**config.mk**
```make
export PLATFORM = sky130hd
export DESIGN_NAME = hitlane_interleaver
export DESIGN_NICKNAME = d
export VERILOG_FILES = /design/src/rtl/hli_pkg.sv /design/src/rtl/hli_slot_timer.sv /design/src/rtl/hli_frame_ctrl.sv /design/src/rtl/hli_lane_mux.sv /design/src/rtl/hitlane_interleaver.sv
export SDC_FILE = /design/constraint.sdc
export NUM_CORES = 1
export LEC_CHECK = 0
export CAP_MARGIN = 20
export CORE_ASPECT_RATIO = 0.5
export CORE_MARGIN = 8
export CORE_UTILIZATION = 36
export DETAILED_ROUTE_END_ITERATION = 8
export SETUP_SLACK_MARGIN = 0.1
export SYNTH_ARGS = -nofsm -noshare
export SYNTH_HDL_FRONTEND = slang
export SYNTH_SLANG_ARGS = --single-unit
```
**constraint.sdc**
```tcl
create_clock -name clk -period 1.9 [get_ports clk]
set_input_delay 0.38 -clock clk [delete_from_list [all_inputs] [get_ports clk]]
set_output_delay 0.38 -clock clk [all_outputs]
set_load 0.02 [all_outputs]
```
**src/rtl/hli_pkg.sv**
```systemverilog
package hli_pkg;
    typedef enum logic [1:0] {
        ST_IDLE    = 2'd0,
        ST_HEADER  = 2'd1,
        ST_PAYLOAD = 2'd2
    } hli_state_e;
endpackage

```
**src/rtl/hli_slot_timer.sv**
```systemverilog
// Lane-cycle position within a slot; saturates at N_SRC when no new slot arrives.
module hli_slot_timer #(
    parameter int N_SRC = 4,
    localparam int IW = $clog2(N_SRC + 1)
) (
    input  logic          clk,
    input  logic          rst_n,
    input  logic          slot_en,
    output logic [IW-1:0] slot_idx,
    output logic          slot_live
);
    localparam logic [IW-1:0] IDX_DONE = IW'(N_SRC);

    logic [IW-1:0] idx_q;

    always_ff @(posedge clk) begin
        if (!rst_n)
            idx_q <= IDX_DONE;
        else if (slot_en)
            idx_q <= '0;
        else if (idx_q != IDX_DONE)
            idx_q <= idx_q + 1'b1;
    end

    assign slot_idx  = idx_q;
    assign slot_live = (idx_q != IDX_DONE);
endmodule

```
**src/rtl/hli_frame_ctrl.sv**
```systemverilog
// Frame-control FSM: counts captured groups through header and hit payload.
module hli_frame_ctrl
    import hli_pkg::*;
#(
    parameter int HDR_W = 2,
    parameter int HIT_W = 128,
    localparam int FRAME_W = HDR_W + HIT_W,
    localparam int CW = $clog2(FRAME_W + 1)
) (
    input  logic       clk,
    input  logic       rst_n,
    input  logic       slot_en,
    input  logic       frm_start,
    output hli_state_e state,
    output logic       load,
    output logic       active,
    output logic       first_grp
);
    localparam logic [CW-1:0] HDR_LAST = CW'(HDR_W);
    localparam logic [CW-1:0] FRM_LAST = CW'(FRAME_W);
    localparam logic [CW-1:0] ONE      = CW'(1);

    hli_state_e    st_q, st_d;
    logic [CW-1:0] cnt_q, cnt_d;

    always_comb begin
        st_d  = st_q;
        cnt_d = cnt_q;
        if (slot_en) begin
            if (frm_start) begin
                st_d  = ST_HEADER;
                cnt_d = ONE;
            end else begin
                unique case (st_q)
                    ST_IDLE: begin
                        st_d = ST_IDLE;
                    end
                    ST_HEADER: begin
                        if (cnt_q == HDR_LAST)
                            st_d = ST_PAYLOAD;
                        cnt_d = cnt_q + 1'b1;
                    end
                    ST_PAYLOAD: begin
                        if (cnt_q == FRM_LAST) begin
                            st_d  = ST_IDLE;
                            cnt_d = '0;
                        end else begin
                            cnt_d = cnt_q + 1'b1;
                        end
                    end
                    default: begin
                        st_d  = ST_IDLE;
                        cnt_d = '0;
                    end
                endcase
            end
        end
    end

    // State register
    always_ff @(posedge clk) begin
        if (!rst_n) begin
            st_q  <= ST_IDLE;
            cnt_q <= '0;
        end else begin
            st_q  <= st_d;
            cnt_q <= cnt_d;
        end
    end

    // Outputs
    always_comb begin
        state     = st_q;
        load      = slot_en && (st_d != ST_IDLE);
        active    = (st_q != ST_IDLE);
        first_grp = (st_q == ST_HEADER) && (cnt_q == ONE);
    end
endmodule

```
**src/rtl/hli_lane_mux.sv**
```systemverilog
// Holds one captured group and presents it one source per lane cycle.
module hli_lane_mux #(
    parameter int N_SRC = 4,
    localparam int IW = $clog2(N_SRC + 1)
) (
    input  logic             clk,
    input  logic             rst_n,
    input  logic             load,
    input  logic [N_SRC-1:0] src_bits,
    input  logic [IW-1:0]    slot_idx,
    input  logic             slot_live,
    input  logic             active,
    input  logic             first_grp,
    output logic             lane_bit,
    output logic             lane_sof
);
    logic [N_SRC-1:0] hold_q;
    logic             sel;

    always_ff @(posedge clk) begin
        if (!rst_n)
            hold_q <= '0;
        else if (load)
            hold_q <= src_bits;
    end

    always_comb begin
        sel = 1'b0;
        for (int i = 0; i < N_SRC; i++) begin
            if (slot_idx == IW'(i))
                sel = hold_q[i];
        end
    end

    assign lane_bit = active && slot_live && sel;
    assign lane_sof = active && first_grp && (slot_idx == '0);
endmodule

```
**src/rtl/hitlane_interleaver.sv**
```systemverilog
module hitlane_interleaver
    import hli_pkg::*;
#(
    parameter int N_SRC = 4,
    parameter int HDR_W = 2,
    parameter int HIT_W = 128
) (
    input  logic             clk,
    input  logic             rst_n,
    input  logic             slot_en,
    input  logic             frm_start,
    input  logic [N_SRC-1:0] src_bits,
    output logic             lane_bit,
    output logic             lane_sof
);
    localparam int IW = $clog2(N_SRC + 1);

    logic [IW-1:0] slot_idx;
    logic          slot_live;
    hli_state_e    state;
    logic          load;
    logic          active;
    logic          first_grp;

    hli_slot_timer #(.N_SRC(N_SRC)) timer_i (
        .clk       (clk),
        .rst_n     (rst_n),
        .slot_en   (slot_en),
        .slot_idx  (slot_idx),
        .slot_live (slot_live)
    );

    hli_frame_ctrl #(.HDR_W(HDR_W), .HIT_W(HIT_W)) ctrl_i (
        .clk       (clk),
        .rst_n     (rst_n),
        .slot_en   (slot_en),
        .frm_start (frm_start),
        .state     (state),
        .load      (load),
        .active    (active),
        .first_grp (first_grp)
    );

    hli_lane_mux #(.N_SRC(N_SRC)) mux_i (
        .clk       (clk),
        .rst_n     (rst_n),
        .load      (load),
        .src_bits  (src_bits),
        .slot_idx  (slot_idx),
        .slot_live (slot_live),
        .active    (active),
        .first_grp (first_grp),
        .lane_bit  (lane_bit),
        .lane_sof  (lane_sof)
    );
endmodule

```
* After elaboration in Yosys (flattened, before gate mapping)
Index checks and enable logic that the tools add are counted.
** Storage, ports and cells
- Logic and storage cells :: 45
- Output and inout port bits :: 2
- Register bits :: 17
- Input port bits :: 8
** Cells by class
- Mux-type cells :: 14
- $add $sub $neg :: 2
- Bitwise logic cells :: 1
- Equal/unequal tests :: 10
- Reductions and logical operators :: 13
** Operator list (number)
- 8-bit one-hot mux with 3 select lines :: 1
- 8-bit 2-to-1 mux :: 2
- 8-bit by 1-bit adder with 8-bit output (second input constant) :: 1
- 8-bit by 1-bit == test with 1-bit output (second input constant) :: 1
- 8-bit by 2-bit == test with 1-bit output (second input constant) :: 1
- 8-bit == test (second input constant) :: 1
- 2-bit 2-to-1 mux :: 4
- 3-bit by 2-bit == test with 1-bit output (second input constant) :: 2
- 1-bit logical AND :: 6
- 3-bit 2-to-1 mux :: 2
- 2-bit nonzero test :: 3
- 1-bit 2-to-1 mux :: 4
- 2-bit one-hot mux with 2 select lines :: 1
- 3-bit by 1-bit adder with 3-bit output (second input constant) :: 1
- 3-bit by 1-bit == test with 1-bit output (second input constant) :: 1
- 3-bit zero test :: 1
- 3-bit != test (second input constant) :: 1
- 2-bit by 1-bit == test with 1-bit output (second input constant) :: 1
- 2-bit == test (second input constant) :: 1
- 2-bit zero test :: 1
- 2-bit != test (second input constant) :: 1
- 2-bit AND reduction :: 1
- 2-bit OR reduction :: 1
- 1-bit NOT :: 1

* Depth between registers and ports, before layout
- Word-level depth :: 7
- Gate-level depth with buffers :: 7
- Depth with buffers taken out :: 7

* Modules after synthesis
From an unflattened synthesis, not the netlist that was laid out.
** Second synthesis, totals
- Cells, all modules :: 114
- Area total of the unflattened synthesis :: 1013.5 um^2
** Modules (own cells, without submodules)
- hli_frame_ctrl :: sequential area each 200.2 um^2, cells an instance 79, area each 651.9 um^2, times used 1
- hli_lane_mux :: sequential area each 80.1 um^2, cells an instance 17, area each 195.2 um^2, times used 1
- hli_slot_timer :: sequential area each 60.1 um^2, cells an instance 18, area each 166.4 um^2, times used 1

* Worst setup path before layout
No wires, ideal clock.
- Path kind :: reg-to-reg
- From :: reg ctrl_i.cnt_q[2]
- To :: reg mux_i.hold_q[0]
- Path buffers :: 0
- Library setup time :: 0.120 ns
- Path slack :: -0.116 ns
- Stages on the path, launching flop included :: 6
- Period minus slack after synthesis :: 2.016 ns
- Data required time :: 1.780 ns
- Arrival :: 1.896 ns
- Cell sequence :: dfxtp_1 -> or4_4 -> o41ai_4 -> o211ai_4 -> and3_4 -> a211o_1
** On the way
- Longest elaborated chain between the ends :: 7
- Elaborated cells between the ends (all ways) :: 9
- Those cells by class :: eq/ne: 2; mux: 5; reduce/logical: 2
** RTL lines
- start, declared :: RTL line hli_frame_ctrl.sv:24 : logic [CW-1:0] cnt_q, cnt_d;
- start signal, assigned :: RTL line hli_frame_ctrl.sv:67 : cnt_q <= cnt_d;
- 8-bit == test / 8-bit by 2-bit == test with 1-bit output (equally long branches) :: RTL line hli_frame_ctrl.sv:44, hli_frame_ctrl.sv:39
- 2-bit 2-to-1 mux, on equally long branches :: RTL line hli_frame_ctrl.sv:44, hli_frame_ctrl.sv:39
- 2-bit one-hot mux with 2 select lines (*) :: RTL line hli_frame_ctrl.sv:34 : unique case (st_q)
- 2-bit 2-to-1 mux (*) :: RTL line hli_frame_ctrl.sv:30 : if (frm_start) begin
- 2-bit 2-to-1 mux (*) :: RTL line hli_frame_ctrl.sv:29 : if (slot_en) begin
- 2-bit nonzero test (*) :: RTL line hli_frame_ctrl.sv:74 : load = slot_en && (st_d != ST_IDLE);
- 1-bit logical AND (*) :: RTL line hli_frame_ctrl.sv:74
- end signal, assigned :: RTL line hli_lane_mux.sv:24 : hold_q <= src_bits;
- end, declared :: RTL line hli_lane_mux.sv:17 : logic [N_SRC-1:0] hold_q;
Every way passes the cells marked *; elsewhere a longest branch is shown, timed or not.
A chain may end at the register's enable or synchronous reset.

* Worst setup path after layout
- From :: reg timer_i.idx_q[1], in the netlist timer_i.slot_idx[1]
- To :: out lane_bit
** On the way
- Longest elaborated chain between the ends :: 6
- Elaborated cells between the ends (all ways) :: 11
- Those cells by class :: eq/ne: 4; mux: 4; reduce/logical: 3
** RTL lines
- start, declared :: RTL line hli_slot_timer.sv:14 : logic [IW-1:0] idx_q;
- start signal, assigned :: RTL line hli_slot_timer.sv:22 : idx_q <= idx_q + 1'b1;
- 3-bit zero test :: RTL line hli_lane_mux.sv:30 : if (slot_idx == IW'(i))
- 1-bit 2-to-1 mux (4 in series) :: RTL line hli_lane_mux.sv:30
- 1-bit logical AND (*) :: RTL line hli_lane_mux.sv:35 : assign lane_bit = active && slot_live && sel;
- end, declared :: RTL line hitlane_interleaver.sv:13 : output logic lane_bit,
Marks and branches as above.

==> metrics.cfg <==
[outcome]
status=finished with violations
violations=negative setup slack

[routing]
first_pass_iters=4
route.detailed.drc=0
num_vias=1129
final_antenna_net_count=0
vias_per_cell=4.952
totalWireLength_um=2912
wl_per_cell_um=12.77
drt_iter0_drc=24

[hold_path]
hold_class=reg2reg
whs_path_depth=1
holdCritStartpoint=mux_i.hold_q[3]
hold_end=mux_i.hold_q[3]

[worst_setup_path]
critPathMaxFanout=2
crit_required_ns=1.52
r2r-end=mux_i.hold_q[2]
cpLargestDelayFamily=simple AND/OR/NAND/NOR gates
regToRegSetupSlack_ns=-0.14
cp_cell_sequence=inv_2 -> ha_2 -> nand3b_1 -> a21oi_1 -> a21oi_1 -> or3_4 -> a21oi_4 -> buf_6
path_buf_inv=2
critPathArrivalTime_ns=1.74
startpoint=timer_i.slot_idx[1]
reg2reg_depth=7
crit_path_frequent_cell=a21oi_1
max_stage_delay_ns=0.38
cp-start-kind=flop
crit_slowest_cell=or3_4
r2r-start=ctrl_i.cnt_q[5]
crit_type=reg2out
endpoint_kind=primary output

[cells_and_area]
drive_gt1_share_pct=41.49
final_util_pct=58.32
n_antenna_cell=0
fin_cells=228
synthToLayoutAreaGrowth_pct=55.43
fin_nets=208

[timing]
worst_hold_slack_ns=0.5023
setup_violations=14
tightestPinTransition_ns=0.3552
final-hold-violation-count=0
min_period_ns=2.121
slew_headroom_pct=75.99
achievable-frequency_mhz=471.5
report.final.slew_viol_count=0
rsz0062_at_grt=yes
fin_ws_ns=-0.2209
fin_skew_ns=0.001595
fin_crit_sh_pct=111.6

[clock_tree]
clockRootBuffer=clkbuf_8
htree_num_levels=1
clock_latency_ns=0.25
numCtsBuffers=3
cts.clk_slew.worst_paths_ns=0.06
cts.sinks=17
postCtsHoldBufs=0
clockBufferDepth=2
cts_tree=done

[logic_synthesis]
synth_cell_type_count=35
yosysSeqAreaShare_pct=30.46
yosysWarnings=0
netlist_area_sq_mm=0.001117
synth_common_cells=nand2_1 (22), dfxtp_1 (17), ha_1 (11), inv_1 (11), nor2_1 (11)
synthCells=137
async_reset_ff_share_pct=0
synth_edf_count=0
ys_ff_latch=17
synth.top_cell.area_share_pct=30.46
synth_nets=156
synth.most_common_cell=nand2_1
synth.largest_area_cell=dfxtp_1
yosys_most_used_dff=dfxtp_1
synth.area.top_cells=dfxtp_1 (30%), ha_1 (12%), nand2_1 (7.4%)
syn_area_per_cell_sq_um=8.156

[global_route]
grt_pass1_vias=1130
grtUsageTotal_pct=11.87
grt.overflow.total=0
grt_max_degree=13
antenna_found_initial=0
grt_pass1_wl_um=4933

[placed_design]
placedCellCount=222
pre_cts_ws_ns=-0.4511
dp_hpwl_um=2261
routabilityCongestion=0.7829
io_buffers=9

[floorplanning]
core_area_sq_mm=0.002978
fp-row-count=14
dieWidth_um=94.79
start_util_pct=37.52
ios=10
die-area_sq_mm=0.005251
die_h_um=55.40

[power_and_ir_drop]
p_total_w=0.0008019
vdd_ir_drop_max_v=0.0002918
pwr_density_cell_mw_per_mm2=461.7
leakagePower_nw=0.7062

[run]
maxCapViolCount=0

[worst max path at each step]
stage / end / depth (start not counted)
2_1_floorplan: mux_i.hold_q[0] / 5
3_3_place_gp: lane_bit / 8
3_5_place_dp: lane_bit / 8
4_1_cts: lane_bit / 8
5_1_grt: lane_bit / 8
6_report: lane_bit / 8
[per-stage QoR]
stage,setup TNS (ns),area (sq um)
after floorplan,0,1157
after CTS,-1.350,1678
after global routing,-2.243,1737
after detailed placement,-2.530,1575
after global placement,-2.256,1575
final,-1.307,1737
[cells by family after synthesis]
logic type                 share of synthesized area, %
and+or+nand+nor                                   25.76
xor gates and xnor gates                          3.136
DFF                                               30.46
muxes                                             1.008
buffers and inverters                             4.368
AOI/OAI and AO/OA                                 22.96
adders and majority gates                         12.32
[flip-flops by register name, summed over array words and instances (netlist names)]
register	cells
ctrl_i.cnt_q	8
ctrl_i.state	2
mux_i.hold_q	4
timer_i.slot_idx	3
[worst register-to-register path, delay by kind of cell, from the launching register on]
kind | cells | cell delay [ns]
compound gates | 3 | 0.74
simple gates | 2 | 0.59
flops | 1 | 0.32
buf+inv | 2 | 0.29
[where the power goes]
part / switching, W / leakage, nW / internal [W]
sequential: 0.00000795 / 0.141 / 0.000369
combinational: 0.0000739 / 0.543 / 0.0000810
clock: 0.000121 / 0.0228 / 0.000149
total: 0.000203 / 0.706 / 0.000599
[routing by layer]
| layer | GRT usage (%) | wire [um] |
|---|---|---|
| met5 | 0 | 0 |
| met4 | 4.626 | 53 |
| met3 | 3.365 | 80 |
| met2 | 20.28 | 1422 |
| met1 | 13.60 | 1356 |
[what timing repair did]
item / in CTS / in global routing
gates resized for setup: 22 / 19
endpoints found under the setup margin: 15 / 16
cloned: 0 / 0
buffers inserted: 2 / 2
pin swaps: 15 / 11
[cell type report]
type,count,area (sq um)
clock buffers,4,45.04
fillers,286,1241
inverters,11,41.29
multi-input cells,107,849.6
flip-flops and latches,17,346.6
well taps,40,50.05
repair buffers,49,404.1
[cell usage in the layout (no fill, tap or decap), drive strengths merged, types with 2 or more instances in the layout]
master / synthesis / routed
buf: 0 / 42
a21oi: 9 / 9
nand2b: 2 / 2
dfxtp: 17 / 17
ha: 11 / 11
or3: 4 / 4
o31a: 2 / 2
o21ai: 8 / 8
nand2: 22 / 22
clkbuf: 2 / 4
xnor2: 3 / 3
nor4b: 2 / 2
a31o: 2 / 2
nor2: 11 / 11
a211o: 4 / 4
inv: 11 / 11
clkdlybuf4s50: 0 / 7
nand3: 9 / 9
Note: power is estimated with default switching activity, not from simulation.
